### config.mk
export PLATFORM = sky130hd
export DESIGN_NAME = irq_vec_ctrl
export DESIGN_NICKNAME = d
export VERILOG_FILES = /design/src/rtl/irq_vec_pkg.sv /design/src/rtl/irq_regs.sv /design/src/rtl/irq_req.sv /design/src/rtl/irq_ack.sv /design/src/rtl/irq_vec_ctrl.sv
export SDC_FILE = /design/constraint.sdc
export NUM_CORES = 1
export LEC_CHECK = 0
export ABC_AREA = 1
export BUFFER_PORTS_ARGS = -buffer_cell sky130_fd_sc_hd__buf_2
export CAP_MARGIN = 25
export CORE_ASPECT_RATIO = 0.6
export CORE_MARGIN = 8
export CORE_UTILIZATION = 50
export CTS_CLUSTER_DIAMETER = 50
export CTS_CLUSTER_SIZE = 40
export DETAILED_ROUTE_END_ITERATION = 8
export PLACE_DENSITY = 0.83
export SYNTH_ARGS = -nofsm -noshare
export SYNTH_HDL_FRONTEND = slang
export SYNTH_SLANG_ARGS = --single-unit
### constraint.sdc
create_clock -name clk -period 1.2 [get_ports clk]
set_input_delay 0.24 -clock clk [delete_from_list [all_inputs] [get_ports clk]]
set_output_delay 0.24 -clock clk [all_outputs]
set_load 0.005 [all_outputs]
### src/rtl/irq_vec_pkg.sv
// Shared definitions for the vectored interrupt controller.
// Assumes register selects are two bits wide.
package irq_vec_pkg;
    typedef enum logic [1:0] {
        SEL_STATUS = 2'd0,
        SEL_MASK   = 2'd1,
        SEL_VECTOR = 2'd2,
        SEL_CONFIG = 2'd3
    } reg_sel_e;

    localparam int unsigned DEF_SRC   = 8;
    localparam int unsigned DEF_DATA  = 8;
    localparam logic [7:0]  DEF_VRST  = 8'h0F;
endpackage

### src/rtl/irq_regs.sv
// Register file: status capture, mask, vector and configuration.
// Assumes NUM_SRC <= DATA_W; the status is zero-extended on read.
module irq_regs
    import irq_vec_pkg::*;
#(
    parameter int unsigned NUM_SRC = DEF_SRC,
    parameter int unsigned DATA_W  = DEF_DATA,
    parameter logic [DATA_W-1:0] VEC_RST = DATA_W'(DEF_VRST)
) (
    input  logic               clk,
    input  logic               rst_n,
    input  logic [NUM_SRC-1:0] cond_i,
    input  logic               wr_en_i,
    input  logic [1:0]         wr_sel_i,
    input  logic [DATA_W-1:0]  wr_data_i,
    input  logic [1:0]         rd_sel_i,
    output logic [DATA_W-1:0]  rd_data_o,
    output logic [NUM_SRC-1:0] status_o,
    output logic [NUM_SRC-1:0] mask_o,
    output logic [DATA_W-1:0]  vector_o,
    output logic               chain_en_o
);
    logic [NUM_SRC-1:0] status_q;
    logic [NUM_SRC-1:0] mask_q;
    logic [DATA_W-1:0]  vector_q;
    logic               chain_q;
    logic [DATA_W-1:0]  status_ext;
    logic [DATA_W-1:0]  mask_ext;
    logic [DATA_W-1:0]  cfg_ext;
    reg_sel_e           wsel;
    reg_sel_e           rsel;

    assign wsel = reg_sel_e'(wr_sel_i);
    assign rsel = reg_sel_e'(rd_sel_i);

    // Capture the raw condition inputs every cycle.
    always_ff @(posedge clk) begin
        if (!rst_n) status_q <= '0;
        else        status_q <= cond_i;
    end

    // Software-writable registers; select 0 is read-only.
    always_ff @(posedge clk) begin
        if (!rst_n) begin
            mask_q   <= '0;
            vector_q <= VEC_RST;
            chain_q  <= 1'b0;
        end else if (wr_en_i) begin
            case (wsel)
                SEL_MASK:   mask_q   <= wr_data_i[NUM_SRC-1:0];
                SEL_VECTOR: vector_q <= wr_data_i;
                SEL_CONFIG: chain_q  <= wr_data_i[0];
                default:    ;
            endcase
        end
    end

    // Zero-extend narrow registers to the data width.
    always_comb begin
        status_ext = '0;
        mask_ext   = '0;
        cfg_ext    = '0;
        status_ext[NUM_SRC-1:0] = status_q;
        mask_ext[NUM_SRC-1:0]   = mask_q;
        cfg_ext[0]              = chain_q;
    end

    // Read multiplexer.
    always_comb begin
        case (rsel)
            SEL_STATUS: rd_data_o = status_ext;
            SEL_MASK:   rd_data_o = mask_ext;
            SEL_VECTOR: rd_data_o = vector_q;
            default:    rd_data_o = cfg_ext;
        endcase
    end

    assign status_o   = status_q;
    assign mask_o     = mask_q;
    assign vector_o   = vector_q;
    assign chain_en_o = chain_q;
endmodule

### src/rtl/irq_req.sv
// Request generation and chain propagation.
// Purely combinational; assumes registered status and mask inputs.
module irq_req #(
    parameter int unsigned NUM_SRC = 8
) (
    input  logic [NUM_SRC-1:0] status_i,
    input  logic [NUM_SRC-1:0] mask_i,
    input  logic               chain_en_i,
    input  logic               chain_in_i,
    output logic               pending_o,
    output logic               grant_o,
    output logic               irq_n_o,
    output logic               chain_out_o
);
    logic [NUM_SRC-1:0] hit;
    logic               gate;

    // Per-source enabled hit.
    for (genvar i = 0; i < NUM_SRC; i++) begin : g_hit
        assign hit[i] = status_i[i] & mask_i[i];
    end

    // Gate from chain input only when chain operation is on.
    always_comb begin
        pending_o   = |hit;
        gate        = chain_en_i ? chain_in_i : 1'b1;
        grant_o     = pending_o & gate;
        irq_n_o     = ~grant_o;
        chain_out_o = chain_en_i ? (chain_in_i & ~pending_o) : chain_in_i;
    end
endmodule

### src/rtl/irq_ack.sv
// Acknowledge handling: edge detect, vector latch and output enable.
// Assumes ack_n_i is synchronous to clk.
module irq_ack #(
    parameter int unsigned DATA_W = 8
) (
    input  logic              clk,
    input  logic              rst_n,
    input  logic              ack_n_i,
    input  logic              grant_i,
    input  logic [DATA_W-1:0] vector_i,
    output logic [DATA_W-1:0] vec_o,
    output logic              vec_oe_o,
    output logic              ack_done_o
);
    logic              ack_q;
    logic              start;
    logic              take;
    logic              oe_q;
    logic              done_q;
    logic [DATA_W-1:0] vec_q;

    assign start = ~ack_n_i & ack_q;
    assign take  = start & grant_i;

    // Remember the previous acknowledge level.
    always_ff @(posedge clk) begin
        if (!rst_n) ack_q <= 1'b1;
        else        ack_q <= ack_n_i;
    end

    // Output enable and strobe sequencing.
    always_ff @(posedge clk) begin
        if (!rst_n) begin
            oe_q   <= 1'b0;
            done_q <= 1'b0;
        end else begin
            oe_q   <= take | (oe_q & ~ack_n_i);
            done_q <= take;
        end
    end

    // Latch the vector at acknowledge start.
    always_ff @(posedge clk) begin
        if (!rst_n)    vec_q <= '0;
        else if (take) vec_q <= vector_i;
    end

    assign vec_o      = oe_q ? vec_q : '0;
    assign vec_oe_o   = oe_q;
    assign ack_done_o = done_q;
endmodule

### src/rtl/irq_vec_ctrl.sv
// Top: vectored maskable interrupt controller with optional priority chain.
// Assumes all inputs synchronous to clk; condition sources are external.
module irq_vec_ctrl
    import irq_vec_pkg::*;
#(
    parameter int unsigned NUM_SRC = DEF_SRC,
    parameter int unsigned DATA_W  = DEF_DATA,
    parameter logic [DATA_W-1:0] VEC_RST = DATA_W'(DEF_VRST)
) (
    input  logic               clk,
    input  logic               rst_n,
    input  logic [NUM_SRC-1:0] cond_i,
    input  logic               wr_en_i,
    input  logic [1:0]         wr_sel_i,
    input  logic [DATA_W-1:0]  wr_data_i,
    input  logic [1:0]         rd_sel_i,
    output logic [DATA_W-1:0]  rd_data_o,
    input  logic               ack_n_i,
    input  logic               chain_in_i,
    output logic               chain_out_o,
    output logic               irq_n_o,
    output logic [DATA_W-1:0]  vec_o,
    output logic               vec_oe_o,
    output logic               ack_done_o
);
    logic [NUM_SRC-1:0] status;
    logic [NUM_SRC-1:0] mask;
    logic [DATA_W-1:0]  vector;
    logic               chain_en;
    logic               pending;
    logic               grant;

    irq_regs #(.NUM_SRC(NUM_SRC), .DATA_W(DATA_W), .VEC_RST(VEC_RST)) u_regs (
        .clk        (clk),
        .rst_n      (rst_n),
        .cond_i     (cond_i),
        .wr_en_i    (wr_en_i),
        .wr_sel_i   (wr_sel_i),
        .wr_data_i  (wr_data_i),
        .rd_sel_i   (rd_sel_i),
        .rd_data_o  (rd_data_o),
        .status_o   (status),
        .mask_o     (mask),
        .vector_o   (vector),
        .chain_en_o (chain_en)
    );

    irq_req #(.NUM_SRC(NUM_SRC)) u_req (
        .status_i    (status),
        .mask_i      (mask),
        .chain_en_i  (chain_en),
        .chain_in_i  (chain_in_i),
        .pending_o   (pending),
        .grant_o     (grant),
        .irq_n_o     (irq_n_o),
        .chain_out_o (chain_out_o)
    );

    irq_ack #(.DATA_W(DATA_W)) u_ack (
        .clk        (clk),
        .rst_n      (rst_n),
        .ack_n_i    (ack_n_i),
        .grant_i    (grant),
        .vector_i   (vector),
        .vec_o      (vec_o),
        .vec_oe_o   (vec_oe_o),
        .ack_done_o (ack_done_o)
    );
endmodule

* After elaboration in Yosys (flattened, before gate mapping)
Cells that the tools add are included.
** Storage, ports and cells
- Register bits :: 36
** Operators by class
- Equality and inequality tests :: 5
- Multiplexer cells :: 4
- Bitwise logic cells :: 17
- Reductions and logical operators :: 5
** Operators by type and width (number)
- case mux 8 bit (3 select lines) :: 1
- bitwise AND 1 bit :: 13
- two-way mux 8 bit :: 1
- OR reduction 8 bit :: 1
- equality test 2 bit, second input constant :: 3
- AND reduction 2 bit :: 3
- equality test 2 x 1 -> 1 bit, second input constant :: 2
- inverter 1 bit :: 3
- logical NOT 2 bit :: 1
- two-way mux 1 bit :: 2
- OR 1 bit :: 1

* Longest topological paths before layout
Gate-level depths: netlist (run 1).
- Depth after elaboration :: 5
- Depth in mapped cells :: 8
- Mapped depth without buffers :: 8

* Cells and area by module
A second synthesis (run 1) with hierarchy kept.
** Unflattened totals
- Cells, all modules :: 256
- Area total of the unflattened synthesis :: 1690.4 um2
** By module, submodules not included
- irq_regs :: instances 1, cells each 159, area each 1097.3 um2
- irq_ack :: instances 1, cells each 77, area each 500.5 um2
- irq_req :: instances 1, cells each 20, area each 92.6 um2

* Least setup slack after synthesis (run 1)
Ideal clock, no wire load.
- Kind :: reg-to-output
- From :: register u_regs.mask_q[1], in the netlist u_regs.mask_o[1]
- To :: output port chain_out_o
- Data required time :: 0.960 ns
- Path slack :: 0.099 ns
- Stages on the path, launching flop included :: 7
- Data arrival time :: 0.861 ns
- Path through :: dfxtp_1 > nand2_1 > nand2_1 > nor2_2 > nand2_2 > buf_6 > a21oi_1
** Between the ends
- Cells in the longest elaborated chain, start to end :: 5
** RTL lines
- from (decl) :: RTL line irq_regs.sv:24 : logic [NUM_SRC-1:0] mask_q;
- from (signal assigned) :: RTL line irq_regs.sv:50 : SEL_MASK: mask_q <= wr_data_i[NUM_SRC-1:0];
- bitwise AND 1 bit :: RTL line irq_req.sv:20 : assign hit[i] = status_i[i] & mask_i[i];
- OR reduction 8 bit :: RTL line irq_req.sv:25 : pending_o = |hit;
- inverter 1 bit :: RTL line irq_req.sv:29 : chain_out_o = chain_en_i ? (chain_in_i & ~pending_o) : chain_in_i;
- bitwise AND 1 bit :: RTL line irq_req.sv:29
- two-way mux 1 bit :: RTL line irq_req.sv:29
- to (decl) :: RTL line irq_vec_ctrl.sv:20 : output logic chain_out_o,
No other way between the ends.

* Worst setup path in the final report (run 1)
- From :: register u_regs.mask_q[5], in the netlist u_regs.mask_o[5]
- To :: output port chain_out_o
The elaborated chain is that of the path after synthesis.

==> impl_metrics.py, run 1 <==
metrics = {
    "outcome": {
        "status": "finished with violations",
        "violations": "setup timing",
    },
    "finish": {
        "syn2layout_area_growth_pct": 40.7,
        "antennaDiodeCount": 0,
        "layout.nets": 328,
        "final_layout_size_suffix_gt1_share_pct": 40.8,
        "final_cell_count_no_fill": 349,
        "finish.utilization_pct": 72.1,
        "layout_commonest_cell": "nand2_1",
        "mostFrequentLayoutCells": "nand2_1 (53), buf_2 (42), inv_1 (40)",
        "num-fill-cells": 253,
    },
    "power": {
        "power_leakage_nw": 1.21,
        "vdd_drop_max_v": 0.000734,
        "powerDensity_nw_per_um2": 1150,
    },
    "place": {
        "gp_congestion": 0.852,
        "portBuffers": 44,
        "placedCellCount": 333,
        "dp_hpwl_um": 3130,
    },
    "route": {
        "ant_nets": 0,
        "vias": 1706,
        "routed_wl_um": 4540,
        "highest_layer": "met3",
        "met2WireLength_um": 2040,
        "wl_per_cell_um": 13.0,
        "wl_met3_um": 404,
        "drc": 0,
        "routed_via_density": 4.89,
        "met1_length_um": 2100,
        "firstDrtPassIters": 4,
        "dr.first_iter.drc_count": 132,
    },
    "floorplan": {
        "fp.coreArea_um2": 3180,
        "rows": 16,
        "dieArea_um2": 5410,
        "io_pins": 45,
        "fp.dieH_um": 60.3,
        "start_util_pct": 51.3,
        "die_w_um": 89.7,
    },
    "yosys": {
        "synth_seq_cells": 36,
        "synth.yosys.seq_area_share_pct": 44.2,
        "synth.distinct_cells": 20,
        "yosys_warnings": 0,
        "avgSynthCellArea_um2": 6.88,
        "syn-cell-area_um2": 1630,
        "synth_cells": 237,
        "syn_nets": 262,
    },
    "worst_hold_path": {
        "holdPathStages": 3,
        "worstHoldStart": "cond_i[3]",
        "hp-class": "input port to flop",
        "whs_endpoint": "u_regs.status_o[3]$_SDFF_PN0_",
    },
    "critical_path": {
        "cp-startpoint": "u_regs.mask_o[5]$_SDFFE_PN0P_",
        "path_class": "flop to output pin",
        "required_ps": 960,
        "critPathArrivalTime_ps": 1220,
        "regToRegSetupSlack_ps": -240,
        "startpoint_type": "flop",
        "rr_worst_depth": 11,
        "worst-path-max-fanout": 4,
        "r2r-start": "u_regs.mask_o[5]$_SDFFE_PN0P_",
        "r2r_end": "u_ack.vec_q[5]$_SDFFE_PN0P_",
        "worstSetupEndpointType": "output pin",
    },
    "timing": {
        "timing.final.crit_share_pct": 121,
        "fin_skew_ps": 5.65,
        "hold_ws_ps": 130,
        "fmax_mhz": 687,
        "tns_ps": -2820,
        "rsz0062_at_grt": "yes",
        "worst_pin_slew_ps": 317,
        "fin_crit_ps": 1460,
        "slew_viol_final": 0,
        "setup_ws_ps": -256,
        "setup_viol": 22,
        "hold_viol_final": 0,
        "relSlewSlack_pct": 78.8,
    },
    "clock_network": {
        "tritoncts": "done",
        "clkTransAtPathRegs_ps": 70,
        "cts_htree_levels": 2,
        "clock_sinks": 36,
        "clock_latency_ps": 280,
        "cts_made_buffers": 5,
        "cts_root_buffer": "clkbuf_8",
        "cts_buffer_depth": 2,
    },
    "global_routing": {
        "grt_first_pass_wirelength_um": 7230,
        "grt_overflow_total": 0,
        "grt_usage_pct": 16.3,
        "antenna_found_initial": 0,
        "grt_max_degree": 36,
        "grt_pass1_vias": 1580,
    },
    "job": {
        "maxCapViolCount": 0,
    },
}
[sequential cells by signal, summed over array words and instances (netlist names)]
register / cells
u_regs.mask_o: 8
u_regs.chain_en_o: 1
u_ack.ack_done_o: 1
u_regs.vector_o: 8
u_ack.vec_oe_o: 1
u_ack.vec_q: 8
u_ack.ack_q: 1
u_regs.status_o: 8
[repair_timing]
action,in CTS,in global routing
pin swaps,10,12
resized for setup,34,32
cloned,1,0
buffers inserted,2,5
endpoints found under the setup margin,28,23
hold buffers,0,0
[power breakdown]
| group | switching, mW | internal [mW] | leakage, nW |
|---|---|---|---|
| combinational | 0.251 | 0.213 | 0.868 |
| sequential | 0.0361 | 1.26 | 0.300 |
| clock | 0.402 | 0.468 | 0.0455 |
[cell type report]
class	count	area [um^2]	share of cell area (%)
flip-flops and latches	36	742	32.3
clock buffers	8	90.1	3.92
well taps	45	56.3	2.45
repair buffers	64	442	19.2
multi-input cells	147	779	34.0
inverters	49	186	8.12
[worst max-delay path, cell delays in order (launching register included)]
cell	delay [ps]
dfxtp_2	320
nand2_1	70
nand2_1	60
nor2_2	150
nand2_4	90
a21oi_2	120
buf_2	120
[cells in the mapped netlist (all sizes together)]
| cell type | count | area, um^2 |
|---|---|---|
| buf | 4 | 28.8 |
| nand4 | 8 | 50.1 |
| nor2 | 31 | 139 |
| o211ai | 11 | 82.6 |
| clkbuf | 2 | 8.75 |
| dfxtp | 36 | 721 |
| inv | 49 | 184 |
| o2111ai | 1 | 8.76 |
| a21oi | 7 | 35.0 |
| nand3 | 4 | 37.5 |
| o21ai | 13 | 65.1 |
| nand2 | 71 | 272 |
[metrics by stage]
stage	setup WS, ps	power [mW]	cell area [um^2]
3_5_place_dp	-70.5	1.69	1990
3_3_place_gp	-53.4	1.67	1990
5_1_grt	-326	2.76	2300
6_report	-256	2.63	2300
2_1_floorplan	99.3	1.52	1630
4_1_cts	-262	2.59	2190
[kinds of logic (layout without fill, tap and decap cells)]
family	count (synthesis)	count (layout)	share of synthesized area [%]
AOI/OAI and AO/OA	32	32	11.7
buffers and inverters	55	121	13.6
DFF	36	36	44.2
and+or+nand+nor	114	115	30.5
[layer usage]
metal | GRT usage [%] | up-vias
li1 | - | 863
met5 | 0 | -
met4 | 4.30 | 0
met3 | 5.14 | 0
met1 | 21.5 | 771
met2 | 25.2 | 72
[how the worst max path moves through the flow]
stage	endpoint	cells past startpoint
after detailed placement	rd_data_o[1]	5
after floorplan	chain_out_o	6
after global placement	rd_data_o[1]	6
after CTS	chain_out_o	6
after global routing	chain_out_o	6
final	chain_out_o	6
Note: power is estimated with default switching activity, not from simulation.
==> inputs of run 2 (changes only) <==
==> constraint.sdc (replaced) <==
create_clock -name clk -period 1.2 [get_ports clk]
set_input_delay 0.18 -clock clk [delete_from_list [all_inputs] [get_ports clk]]
set_output_delay 0.18 -clock clk [all_outputs]
set_load 0.005 [all_outputs]
==> run 2 against run 1 <==
  * The flow still finishes with violations (setup timing)
  * Register-to-register slack gained 210 ps
  * Critical path depth did not move
  * Clock power increased by 6.9%
  * Clock skew is 2.3 ps lower
==> impl_metrics.py, run 2 (same netlist as run 1, synthesis figures left out) <==
metrics = {
    "critical_path": {
        "critPathArrivalTime_ps": 1240,
        "worst-path-max-fanout": 5,
        "path_class": "flop to output pin",
        "required_ps": 1020,
        "worstSetupEndpointType": "output pin",
        "startpoint_type": "flop",
    },
    "timing": {
        "worst_pin_slew_ps": 328,
        "fmax_mhz": 703,
        "setup_ws_ps": -223,
        "timing.final.crit_share_pct": 119,
        "relSlewSlack_pct": 78.1,
        "slew_viol_final": 0,
        "hold_viol_final": 0,
        "rsz0062_at_grt": "yes",
        "fin_skew_ps": 3.33,
        "fin_crit_ps": 1420,
        "setup_viol": 8,
    },
    "job": {
        "maxCapViolCount": 0,
    },
    "floorplan": {
        "rows": 16,
        "fp.coreArea_um2": 3180,
        "fp.dieH_um": 60.3,
        "dieArea_um2": 5410,
        "die_w_um": 89.7,
        "start_util_pct": 51.3,
        "io_pins": 45,
    },
    "route": {
        "routed_via_density": 4.86,
        "vias": 1667,
        "dr.first_iter.drc_count": 152,
        "routed_wl_um": 4600,
        "ant_nets": 0,
        "firstDrtPassIters": 4,
        "drc": 0,
        "wl_per_cell_um": 13.4,
    },
    "global_routing": {
        "grt_overflow_total": 0,
        "grt_first_pass_wirelength_um": 7390,
        "grt_pass1_vias": 1538,
        "grt_usage_pct": 17.4,
        "antenna_found_initial": 0,
        "grt_max_degree": 36,
    },
    "power": {
        "power_leakage_nw": 1.18,
        "power.share.switching_pct": 26.1,
        "pwr-share-comb_pct": 15.5,
        "p_switching_mw": 0.690,
        "seq_power_share_pct": 49.3,
        "cell_internal_pwr_mw": 1.95,
        "power.total_mw": 2.64,
        "powerDensity_nw_per_um2": 1200,
        "p_clk_share_pct": 35.2,
        "vdd_drop_max_v": 0.000861,
    },
    "clock_network": {
        "tritoncts": "done",
        "clock_sinks": 36,
        "cts_htree_levels": 2,
        "postCtsHoldBufs": 0,
        "clock_latency_ps": 290,
        "cts_buffer_depth": 2,
        "cts_made_buffers": 5,
        "clkTransAtPathRegs_ps": 70,
        "cts_root_buffer": "clkbuf_8",
    },
    "place": {
        "gp_congestion": 0.797,
        "portBuffers": 44,
        "placedCellCount": 326,
        "dp_hpwl_um": 3090,
    },
    "finish": {
        "mostFrequentLayoutCells": "nand2_1 (61), inv_1 (44), buf_2 (44)",
        "final_layout_size_suffix_gt1_share_pct": 35.2,
        "multi_input_area_um2": 768,
        "layout_commonest_cell": "nand2_1",
        "syn2layout_area_growth_pct": 34.6,
        "final_cell_count_no_fill": 343,
        "num-fill-cells": 265,
        "antennaDiodeCount": 0,
        "layout.nets": 323,
        "layout.area.seq_um2": 739,
    },
    "outcome": {
        "status": "finished with violations",
        "violations": "setup timing",
    },
    "worst_hold_path": {
        "hp-class": "input port to flop",
    },
}
==> run 2: cell types whose count changed in the layout (fill, tap and decap cells not counted), moves of 4 or more <==
cell | before | now
buf_6 | 11 | 1
buf_4 | 9 | 13
inv_1 | 40 | 44
nand2_1 | 53 | 61
inv_2 | 8 | 4
nand2_2 | 16 | 8
==> run 2: worst paths after layout <==
kind	from	end	slack (ps)	cells after the start
max reg2reg	u_regs.status_o[4]$_SDFF_PN0_	u_ack.vec_q[3]$_SDFFE_PN0P_	-30	9
max	u_regs.status_o[4]$_SDFF_PN0_	chain_out_o	-220	6
min reg2reg	u_regs.vector_o[4]$_SDFFE_PN0P_	u_regs.vector_o[4]$_SDFFE_PN0P_	480	2
min	cond_i[3]	u_regs.status_o[3]$_SDFF_PN0_	70	3
==> run 2: final cells by class <==
class / instances / area share [%]
Timing Repair Buffer: 59 / 15.9
Multi-Input combinational cell: 147 / 35.0
Inverter: 49 / 8.49
Tap cell: 45 / 2.56
Sequential cell: 36 / 33.7
Clock buffer: 7 / 4.39
==> run 2: repair_timing <==
| item | 4_1_cts | 5_1_grt |
|---|---|---|
| cloned | 1 | 0 |
| setup endpoints to repair | 14 | 20 |
| pin swaps | 5 | 12 |
| buffers inserted | 6 | 5 |
| gates resized for setup | 10 | 27 |
==> run 2: power groups by stage <==
| stage | combinational, mW | clock [mW] | sequential, mW |
|---|---|---|---|
| 2_1_floorplan | 0.207 | 0 | 1.31 |
| 3_3_place_gp | 0.326 | 0 | 1.32 |
| 3_5_place_dp | 0.337 | 0 | 1.32 |
| 4_1_cts | 0.378 | 0.943 | 1.29 |
| 5_1_grt | 0.457 | 0.992 | 1.31 |
| 6_report | 0.408 | 0.930 | 1.30 |
==> run 2: metal layers <==
layer / wire, um / share of wire (%) / GRT usage, % / vias up
met5: 0 / 0 / 0 / -
met3: 455 / 9.9 / 5.76 / 5
met2: 2060 / 45 / 28.1 / 73
met4: 42 / 0.91 / 6.44 / 0
li1: - / - / - / 851
met1: 2040 / 44 / 21.1 / 738
==> run 2: stage by stage <==
stage	instance area, um^2	hold WS, ps	setup slack [ps]	setup TNS [ps]	utilization [%]
final	2200	67.8	-223	-527	69.0
after global placement	1930	360	33.3	0	60.6
after detailed placement	1930	363	-0.316	-0.316	60.6
after CTS	2100	62.5	-203	-465	66.0
after global routing	2200	78.9	-316	-1550	69.0
after floorplan	1630	277	159	0	-
==> run 2: critical path: stages (launching register included) <==
cell,delay [ps]
dfxtp_1,320
nand2_1,90
nand2_2,70
nor2_4,130
nand2_4,80
a21oi_2,140
buf_2,120
